==> src/rtl/spi_hold_pkg.sv <==
package spi_hold_pkg;
  typedef enum logic [1:0] {
    HS_IDLE = 2'd0,
    HS_RUN  = 2'd1,
    HS_HOLD = 2'd2
  } hold_state_t;
endpackage

==> src/rtl/spi_hold_sync.sv <==
module spi_hold_sync #(
  parameter int unsigned W      = 3,
  parameter int unsigned STAGES = 2,
  parameter logic [W-1:0] RST_VAL = '0
) (
  input  logic         clk,
  input  logic         rst_n,
  input  logic [W-1:0] d_i,
  output logic [W-1:0] q_o
);
  logic [W-1:0] stage_q [STAGES];

  for (genvar g = 0; g < STAGES; g++) begin : g_stage
    if (g == 0) begin : g_first
      always_ff @(posedge clk or negedge rst_n) begin
        if (!rst_n) stage_q[g] <= RST_VAL;
        else        stage_q[g] <= d_i;
      end
    end else begin : g_rest
      always_ff @(posedge clk or negedge rst_n) begin
        if (!rst_n) stage_q[g] <= RST_VAL;
        else        stage_q[g] <= stage_q[g-1];
      end
    end
  end

  assign q_o = stage_q[STAGES-1];
endmodule

==> src/rtl/spi_hold_fsm.sv <==
module spi_hold_fsm
  import spi_hold_pkg::*;
(
  input  logic        clk,
  input  logic        rst_n,
  input  logic        sck_s,
  input  logic        csn_s,
  input  logic        holdn_s,
  output hold_state_t state_o,
  output logic        shift_en_o
);
  hold_state_t state_q, state_d;
  logic        sck_q;
  logic        sck_rise;

  always_comb begin
    state_d = state_q;
    unique case (state_q)
      HS_IDLE: if (!csn_s && holdn_s) state_d = HS_RUN;
      HS_RUN: begin
        if (csn_s)                   state_d = HS_IDLE;
        else if (!holdn_s && !sck_s) state_d = HS_HOLD;
      end
      HS_HOLD: begin
        if (csn_s)                  state_d = HS_IDLE;
        else if (holdn_s && !sck_s) state_d = HS_RUN;
      end
      default: state_d = HS_IDLE;
    endcase
  end

  always_ff @(posedge clk or negedge rst_n) begin
    if (!rst_n) begin
      state_q <= HS_IDLE;
      sck_q   <= 1'b0;
    end else begin
      state_q <= state_d;
      sck_q   <= sck_s;
    end
  end

  assign sck_rise   = sck_s & ~sck_q;
  assign shift_en_o = (state_q == HS_RUN) && sck_rise;
  assign state_o    = state_q;
endmodule

==> src/rtl/spi_hold_bitcnt.sv <==
module spi_hold_bitcnt #(
  parameter int unsigned W = 3
) (
  input  logic         clk,
  input  logic         rst_n,
  input  logic         clr_i,
  input  logic         inc_i,
  output logic [W-1:0] cnt_o
);
  localparam logic [W-1:0] ONE = W'(1);
  logic [W-1:0] cnt_q, cnt_d;
  logic         cnt_en;

  assign cnt_en = clr_i | inc_i;

  always_comb begin
    if (clr_i) cnt_d = '0;
    else       cnt_d = cnt_q + ONE;
  end

  always_ff @(posedge clk or negedge rst_n) begin
    if (!rst_n)      cnt_q <= '0;
    else if (cnt_en) cnt_q <= cnt_d;
  end

  assign cnt_o = cnt_q;
endmodule

==> src/rtl/spi_hold_ctrl.sv <==
module spi_hold_ctrl
  import spi_hold_pkg::*;
#(
  parameter int unsigned CNT_W       = 3,
  parameter int unsigned SYNC_STAGES = 2
) (
  input  logic             clk,
  input  logic             rst_n,
  input  logic             sck_i,
  input  logic             csn_i,
  input  logic             holdn_i,
  output logic             shift_en_o,
  output logic             so_oe_o,
  output logic             hold_o,
  output logic [CNT_W-1:0] bit_cnt_o
);
  localparam int unsigned NSIG    = 3;
  localparam int unsigned IDX_SCK = 0;
  localparam int unsigned IDX_HLD = 1;
  localparam int unsigned IDX_CSN = 2;
  localparam logic [NSIG-1:0] SYNC_RST = 3'b110;

  logic [1:0]      rst_sync_q;
  logic            rst_n_int;
  logic [NSIG-1:0] raw_vec, sync_vec;
  logic            sck_s, csn_s, holdn_s;
  hold_state_t     state;
  logic            shift_en;

  always_ff @(posedge clk or negedge rst_n) begin
    if (!rst_n) rst_sync_q <= 2'b00;
    else        rst_sync_q <= {rst_sync_q[0], 1'b1};
  end
  assign rst_n_int = rst_sync_q[1];

  assign raw_vec[IDX_SCK] = sck_i;
  assign raw_vec[IDX_HLD] = holdn_i;
  assign raw_vec[IDX_CSN] = csn_i;

  spi_hold_sync #(
    .W(NSIG), .STAGES(SYNC_STAGES), .RST_VAL(SYNC_RST)
  ) u_sync (
    .clk(clk), .rst_n(rst_n_int), .d_i(raw_vec), .q_o(sync_vec)
  );

  assign sck_s   = sync_vec[IDX_SCK];
  assign holdn_s = sync_vec[IDX_HLD];
  assign csn_s   = sync_vec[IDX_CSN];

  spi_hold_fsm u_fsm (
    .clk(clk), .rst_n(rst_n_int), .sck_s(sck_s), .csn_s(csn_s),
    .holdn_s(holdn_s), .state_o(state), .shift_en_o(shift_en)
  );

  spi_hold_bitcnt #(.W(CNT_W)) u_cnt (
    .clk(clk), .rst_n(rst_n_int), .clr_i(state == HS_IDLE),
    .inc_i(shift_en), .cnt_o(bit_cnt_o)
  );

  assign shift_en_o = shift_en;
  assign so_oe_o    = (state == HS_RUN);
  assign hold_o     = (state == HS_HOLD);
endmodule

==> config.mk <==
export PLATFORM = sky130hd
export DESIGN_NAME = spi_hold_ctrl
export DESIGN_NICKNAME = d
export VERILOG_FILES = /design/src/rtl/spi_hold_pkg.sv /design/src/rtl/spi_hold_sync.sv /design/src/rtl/spi_hold_fsm.sv /design/src/rtl/spi_hold_bitcnt.sv /design/src/rtl/spi_hold_ctrl.sv
export SDC_FILE = /design/constraint.sdc
export NUM_CORES = 1
export LEC_CHECK = 0
export BUFFER_PORTS_ARGS = -buffer_cell sky130_fd_sc_hd__buf_4
export CORE_AREA = 2 2 39 41
export CTS_BUF_LIST = sky130_fd_sc_hd__clkbuf_16
export DETAILED_ROUTE_END_ITERATION = 10
export DIE_AREA = 0 0 41 43
export REMOVE_ABC_BUFFERS = 1
export SYNTH_ARGS = -nofsm -noshare
export SYNTH_HDL_FRONTEND = slang
export SYNTH_SLANG_ARGS = --single-unit
export TNS_END_PERCENT = 1
==> constraint.sdc <==
create_clock -name clk -period 1 [get_ports clk]
set_clock_uncertainty 0.05 [all_clocks]
set_input_delay 0.15 -clock clk [delete_from_list [all_inputs] [get_ports clk]]
set_output_delay 0.15 -clock clk [all_outputs]
set_load 0.02 [all_outputs]
==> results by group, run 1 <==
Die
  – Initial core utilization: 38.2%
  – Placement Rows: 14
  – Full die area: 0.00176 sq mm
  – IO Pins: 11
  – Core Box Area: 0.00138 sq mm
  – Die width: 41 um
  – Die H: 43 um

Timing
  – RSZ-0062 raised after global routing: true
  – Final Hold Viols: 0
  – Final worst slack: -0.302 ns
  – Post-route minimum period: 1.30 ns
  – Final setup fails: 11
  – Tcrit/Tclk final: 130%
  – FMAX: 768 MHz
  – Slew Viols, Final: 0

Critical path
  – Setup CP Type: flop to flop
  – Slowest stage delay, CP: 0.38 ns
  – Slowest CP cell: dfrtp_1
  – CP bufs+invs: 0
  – Cell Chain, Critical Path: ha_2 -> nand3b_1 -> mux2_4 -> a22o_1
  – CP Data Required Time: 1.07 ns
  – Cell count along the critical path: 4
  – FF-to-FF path depth: 4
  – Crit path from: u_cnt.cnt_o[0]
  – CP arrival: 1.38 ns
  – Reg2reg setup slack: -0.30 ns
  – Reg2reg end: u_cnt.cnt_o[2]
  – CP startpoint kind: flop
  – Cell family with most CP delay: flip-flops
  – Crit path to: u_cnt.cnt_o[2]
  – Reg2reg start: u_cnt.cnt_o[0]
  – Worst-path fanout max: 2
  – Critical Path End Type: flop

Synth
  – Yosys top cell area share: 47.3%
  – Mapped Area: 529 sq um
  – Syn Inst Count: 40
  – Syn. warnings: 0
  – Yosys top cell by area: dfrtp_1
  – Mean Syn Cell Area: 13.2 sq um
  – Largest cells by area after synthesis: dfrtp_1, dfstp_2, nor2_1, nor3b_1, ha_1
  – Netlist cell types: 21
  – Flops & latches, synth: 14
  – Sequential area share after synthesis: 67.1%

Clock tree
  – CTS tree: built
  – CTS Buf Count: 3
  – Longest Clk Path Bufs: 2
  – CTS root buf: clkbuf_16
  – CTS Sinks: 14
  – Clock slew at reported path FFs: 0.05 ns
  – H-tree depth: 1
  – Later-pin clock latency in the skew report: 0.24 ns

Place
  – Dpl hpwl: 676 um
  – Routability cong.: 0.694
  – Port buffer count: 10

Global route
  – Vias in the first global route: 396
  – Total grt overflow: 0
  – Initial antenna violation count: 0
  – GRT Overall Usage: 15.2%
  – First-pass GRT wire length: 1650 um
  – Largest net degree at the start of global routing: 13

Finish
  – Post-layout util: 63.2%
  – Nets: 73
  – ANT cells: 0
  – Area Growth Syn to Fin: 65.2%
  – Share of cells above drive strength 1: 53.0%

Power
  – LEAKAGE: 0.000413 uW
  – Total Power: 1510 uW
  – Worst VDD drop: 1340 uV
  – PD cells: 1730 mW/mm^2

Route
  – Post-Route WL: 1090 um
  – Routed Antenna Nets: 0
  – Via density: 4.68
  – DRC violations left: 0
  – DR iter-0 viols: 5
  – DR vias: 384
  – DR WL/cell: 13.3 um
  – Drt first pass iters: 4

Run status
  – Status: complete, but fails checks
  – Failing checks: setup timing

Run
  – # Max-Cap Violations: 0

Hold path
  – Worst hold-check path type: flop to async pin
routing by layer:
| layer | GRT usage, % | up-vias | share of wire, % |
|---|---|---|---|
| met3 | 6.28 | 2 | 4.2 |
| met4 | 6.00 | 0 | 1.3 |
| met2 | 24.1 | 13 | 54 |
| met5 | 0 | - | 0 |
| met1 | 17.3 | 177 | 40 |
| li1 | - | 192 | - |
cell usage after synthesis:
library cell  count
a21oi_1           1
a221o_1           1
a22o_1            1
a22oi_1           1
and3_2            1
buf_2             2
conb_1            1
dfrtp_1          10
dfstp_2           4
ha_1              1
mux2_1            1
nand2_1           1
nand2b_1          1
nand2b_2          1
nand3_1           2
nand3b_1          1
nor2_1            4
nor2b_1           2
nor3b_1           2
o22a_1            1
or4b_1            1
worst min-delay path by stage:
stage | to | slack (ns) | cells past startpoint
after floorplan | rst_sync_q[0] | -0.20 | 0
after global placement | rst_sync_q[0] | -0.12 | 1
after detailed placement | rst_sync_q[0] | -0.12 | 1
after CTS | u_cnt.cnt_o[0] | 0.16 | 0
after global routing | rst_sync_q[0] | 0.19 | 2
final | u_cnt.cnt_o[0] | 0.14 | 0
cell usage in the layout, fill, tap and decap left out:
master / synthesis / routed
conb_1: 1 / 1
nand2_1: 1 / 1
a221o_1: 1 / 1
nand2b_4: 0 / 1
o22a_1: 1 / 1
buf_4: 0 / 11
nand2b_1: 1 / 1
a22o_1: 1 / 1
nand3b_1: 1 / 1
and3_2: 1 / 1
dfrtp_2: 0 / 1
a21oi_1: 1 / 1
clkbuf_16: 0 / 3
nand3_1: 2 / 2
dfrtp_1: 10 / 9
nor3b_2: 0 / 1
buf_6: 0 / 9
dfstp_2: 4 / 4
or4b_1: 1 / 1
mux2_4: 0 / 1
ha_2: 0 / 1
nor3b_1: 2 / 1
nor2b_4: 0 / 2
a22oi_1: 1 / 1
clkinv_1: 0 / 1
nor2_1: 4 / 4
dlygate4sd3_1: 0 / 4
through the flow:
| step | setup TNS (ns) | instances | hold WS, ns | cell area (sq um) | worst slack, ns |
|---|---|---|---|---|---|
| floorplan | -1.48 | 38 | -0.196 | 519 | -0.414 |
| global placement | -1.32 | 72 | -0.117 | 674 | -0.301 |
| detailed placement | -1.36 | 72 | -0.116 | 674 | -0.313 |
| CTS | -2.12 | 82 | 0.158 | 871 | -0.304 |
| global route | -2.48 | 82 | 0.195 | 875 | -0.344 |
| finish | -2.10 | 82 | 0.143 | 875 | -0.302 |
worst reg2reg max path, delay by kind of cell (launching register included):
family,cells,cell delay [ns]
mux,1,0.30
flops,1,0.38
compound gates,1,0.18
simple gates,1,0.09
fa+ha+maj,1,0.18
final cells by class:
cell class / count / area [sq um]
Tap cell: 16 / 20.0
Clock inverter: 1 / 3.75
Clock buffer: 3 / 75.1
Multi-Input combinational cell: 24 / 195
Sequential cell: 14 / 357
Fill cell: 103 / 509
Timing Repair Buffer: 24 / 224
power breakdown:
| group | internal, uW | switching, uW | total, uW |
|---|---|---|---|
| clock network | 527 | 217 | 744 |
| registers | 602 | 31.0 | 633 |
| logic | 82.6 | 50.1 | 133 |
| total | 1210 | 298 | 1510 |
state kept, by name, indices dropped and copies added, names as in the netlist:
| name | cells |
|---|---|
| u_sync.stage_q | 3 |
| rst_sync_q | 2 |
| u_cnt.cnt_o | 3 |
| u_fsm.state_o | 2 |
| u_fsm.sck_q | 1 |
| u_sync.q_o | 3 |
what timing repair did:
item,CTS,global route
hold buffers,4,0
hold endpoints to repair,5,0
buffers inserted,2,0
gates cloned,0,0
setup endpoints to repair,11,11
gates resized for setup,17,1
pin swaps,3,1
kinds of logic (layout without fill, tap and decap cells):
logic type	Yosys count	after routing	share of synthesized area (%)
fa+ha+maj	1	1	2.36
flops	14	14	67.1
compound gates	5	5	7.57
simple gates	16	16	18.2
other cells	1	1	0.709
mux	1	1	2.13
buf+inv	2	28	1.89
(Power assumes the default switching activity.)
==> run 2, diff against run 1 <==
MAX_ROUTING_LAYER = met4   (was not set)
clock period = 1.2 ns   (was 1 ns; I/O delays follow)
==> run 2 against run 1 <==
  * The flow still finishes with violations (setup timing)
  * Core utilization decreased by 4.9 points
  * Combinational power is 35% lower
  * Hold slack worse by 0.013 ns
  * Sequential cell count did not move
  * Power is 18% lower
  * Cell area fell by 7.7%
  * Maximum frequency fell by 0.26%
  * Final cell count decreased by 6.1%
  * Via count is 2.3% lower
  * Clock power is 16% lower
==> results by group, run 2 (same netlist as run 1, synthesis figures left out) <==
Run status
  – Status: complete, but fails checks (unchanged)
  – Failing checks: setup timing (unchanged)

Timing
  – WHS: 0.130 ns (was 0.143 ns)
  – FMAX: 766 MHz (was 768 MHz)
  – Setup TNS: -0.483 ns (was -2.10 ns)
  – RSZ-0062 raised after global routing: true (unchanged)
  – Tcrit/Tclk final: 109% (was 130%)
  – Final worst slack: -0.105 ns (was -0.302 ns)
  – Final Hold Viols: 0 (unchanged)
  – Final setup fails: 7 (was 11)
  – Slew Viols, Final: 0 (unchanged)
  – Post-route minimum period: 1.31 ns (was 1.30 ns)

Clock tree
  – CTS root buf: clkbuf_16 (unchanged)
  – CTS Buf Count: 3 (unchanged)
  – Later-pin clock latency in the skew report: 0.24 ns (about the same)
  – Longest Clk Path Bufs: 2 (unchanged)
  – CTS Sinks: 14 (unchanged)
  – CTS tree: built (unchanged)
  – Clock slew at reported path FFs: 0.05 ns (about the same)
  – H-tree depth: 1 (unchanged)

Power
  – Total Power: 1240 uW (was 1510 uW)
  – PD cells: 1530 mW/mm^2 (was 1730 mW/mm^2)
  – LEAKAGE: 0.000381 uW (was 0.000413 uW)
  – Worst VDD drop: 1040 uV (was 1340 uV)

Die
  – Initial core utilization: 38.2% (unchanged)
  – Placement Rows: 14 (unchanged)
  – Core Box Area: 0.00138 sq mm (unchanged)
  – Full die area: 0.00176 sq mm (unchanged)
  – Die width: 41 um (unchanged)
  – IO Pins: 11 (unchanged)
  – Die H: 43 um (unchanged)

Finish
  – Post-layout util: 58.3% (was 63.2%)
  – Nets: 68 (was 73)
  – Area Growth Syn to Fin: 52.5% (was 65.2%)
  – ANT cells: 0 (unchanged)
  – Layout Cells excl Fill: 77 (was 82)
  – Commonest non-fill, non-tap cell in the layout: buf_4 (unchanged)
  – Share of cells above drive strength 1: 52.5% (was 53.0%)
  – Commonest non-fill, non-tap cells in the layout: buf_4, dfrtp_1, nor2_1, dlygate4sd3_1, dfstp_2 (was buf_4, buf_6, dfrtp_1)
  – Fillers: 117 (was 103)

Global route
  – Global routing's busiest layer: met2 (unchanged)
  – Initial antenna violation count: 0 (unchanged)
  – Met3 global-route usage: 4.19% (was 6.28%)
  – Vias in the first global route: 373 (was 396)
  – Met2 GRT Util: 19.1% (was 24.1%)
  – Met1 usage: 16.0% (was 17.3%)
  – First-pass GRT wire length: 1480 um (was 1650 um)
  – GRT Overall Usage: 13.7% (was 15.2%)
  – Largest net degree at the start of global routing: 13 (unchanged)
  – Total grt overflow: 0 (unchanged)

Place
  – Dpl hpwl: 572 um (was 676 um)
  – DP Cell Count: 67 (was 72)
  – Port buffer count: 10 (unchanged)
  – Routability cong.: 0.673 (was 0.694)

Critical path
  – Worst-path fanout max: 2 (unchanged)
  – CP arrival: 1.38 ns (about the same)
  – Critical Path End Type: flop (unchanged)
  – Setup CP Type: flop to flop (unchanged)
  – CP startpoint kind: flop (unchanged)
  – CP Data Required Time: 1.28 ns (was 1.07 ns)

Route
  – DR vias: 375 (was 384)
  – Drt first pass iters: 4 (unchanged)
  – Via density: 4.87 (was 4.68)
  – DR iter-0 viols: 2 (was 5)
  – Routed Antenna Nets: 0 (unchanged)
  – DRC violations left: 0 (unchanged)
  – Post-Route WL: 912 um (was 1090 um)
  – DR WL/cell: 11.8 um (was 13.3 um)

Run
  – # Max-Cap Violations: 0 (unchanged)

Hold path
  – Worst hold-check path type: flop to async pin (unchanged)
[run 2: changes by cell type in the layout (fill, tap and decap cells not counted), sizes merged]
cell	before	now
buf	20	15
[run 2: worst paths after layout]
kind / startpoint / depth (start not counted) / end / slack, ns
setup / recovery: u_cnt.cnt_o[0] / 4 / u_cnt.cnt_o[2] / -0.11
hold / removal: rst_sync_q[1] / 0 / u_fsm.sck_q / 0.13
setup reg to reg: u_cnt.cnt_o[0] / 4 / u_cnt.cnt_o[2] / -0.11
hold reg to reg: rst_sync_q[1] / 0 / u_fsm.sck_q / 0.13
max in group asynchronous: rst_sync_q[1] / 0 / u_sync.stage_q[5] / 0.63
min in group clk: u_sync.stage_q[3] / 0 / u_sync.q_o[0] / 0.29
[run 2: power by group]
part	leakage [uW]	total (uW)	internal, uW	switching [uW]
registers	0.000165	527	502	25.1
clock network	0.0000385	622	440	183
logic	0.000178	86.6	52.7	33.9
total	0.000381	1240	994	242
[run 2: what timing repair did]
| action | CTS | global route |
|---|---|---|
| gates cloned | 0 | 0 |
| hold buffers | 4 | 0 |
| setup endpoints to repair | 6 | 8 |
| endpoints found under the hold margin | 5 | 0 |
| buffers inserted | 1 | 1 |
| pin swaps | 2 | 0 |
| gates resized for setup | 7 | 4 |
[run 2: through the flow]
| step | cell area, sq um | setup WS [ns] |
|---|---|---|
| 5_1_grt | 807 | -0.153 |
| 6_report | 807 | -0.105 |
| 3_5_place_dp | 637 | -0.121 |
| 2_1_floorplan | 519 | -0.214 |
| 3_3_place_gp | 637 | -0.104 |
| 4_1_cts | 785 | -0.112 |
[run 2: critical path, cell delays in order (launching register included)]
cell      delay [ns]
dfrtp_1         0.38
ha_2            0.18
nand3b_1        0.10
mux2_4          0.30
a22o_1          0.18
[run 2: cell type report]
type / count / area [sq um] / share of cell area, %
Clock buffer: 3 / 75.1 / 9.30
Clock inverter: 1 / 3.75 / 0.465
Multi-Input combinational cell: 24 / 190 / 23.6
Sequential cell: 14 / 358 / 44.3
Tap cell: 16 / 20.0 / 2.48
Timing Repair Buffer: 19 / 160 / 19.8
[run 2: per-layer routing]
metal  up-vias  share of wire [%]
met4         0                3.1
met2        13                 48
li1        180                  -
met1       179                 42
met5         -                  0
met3         3                6.8
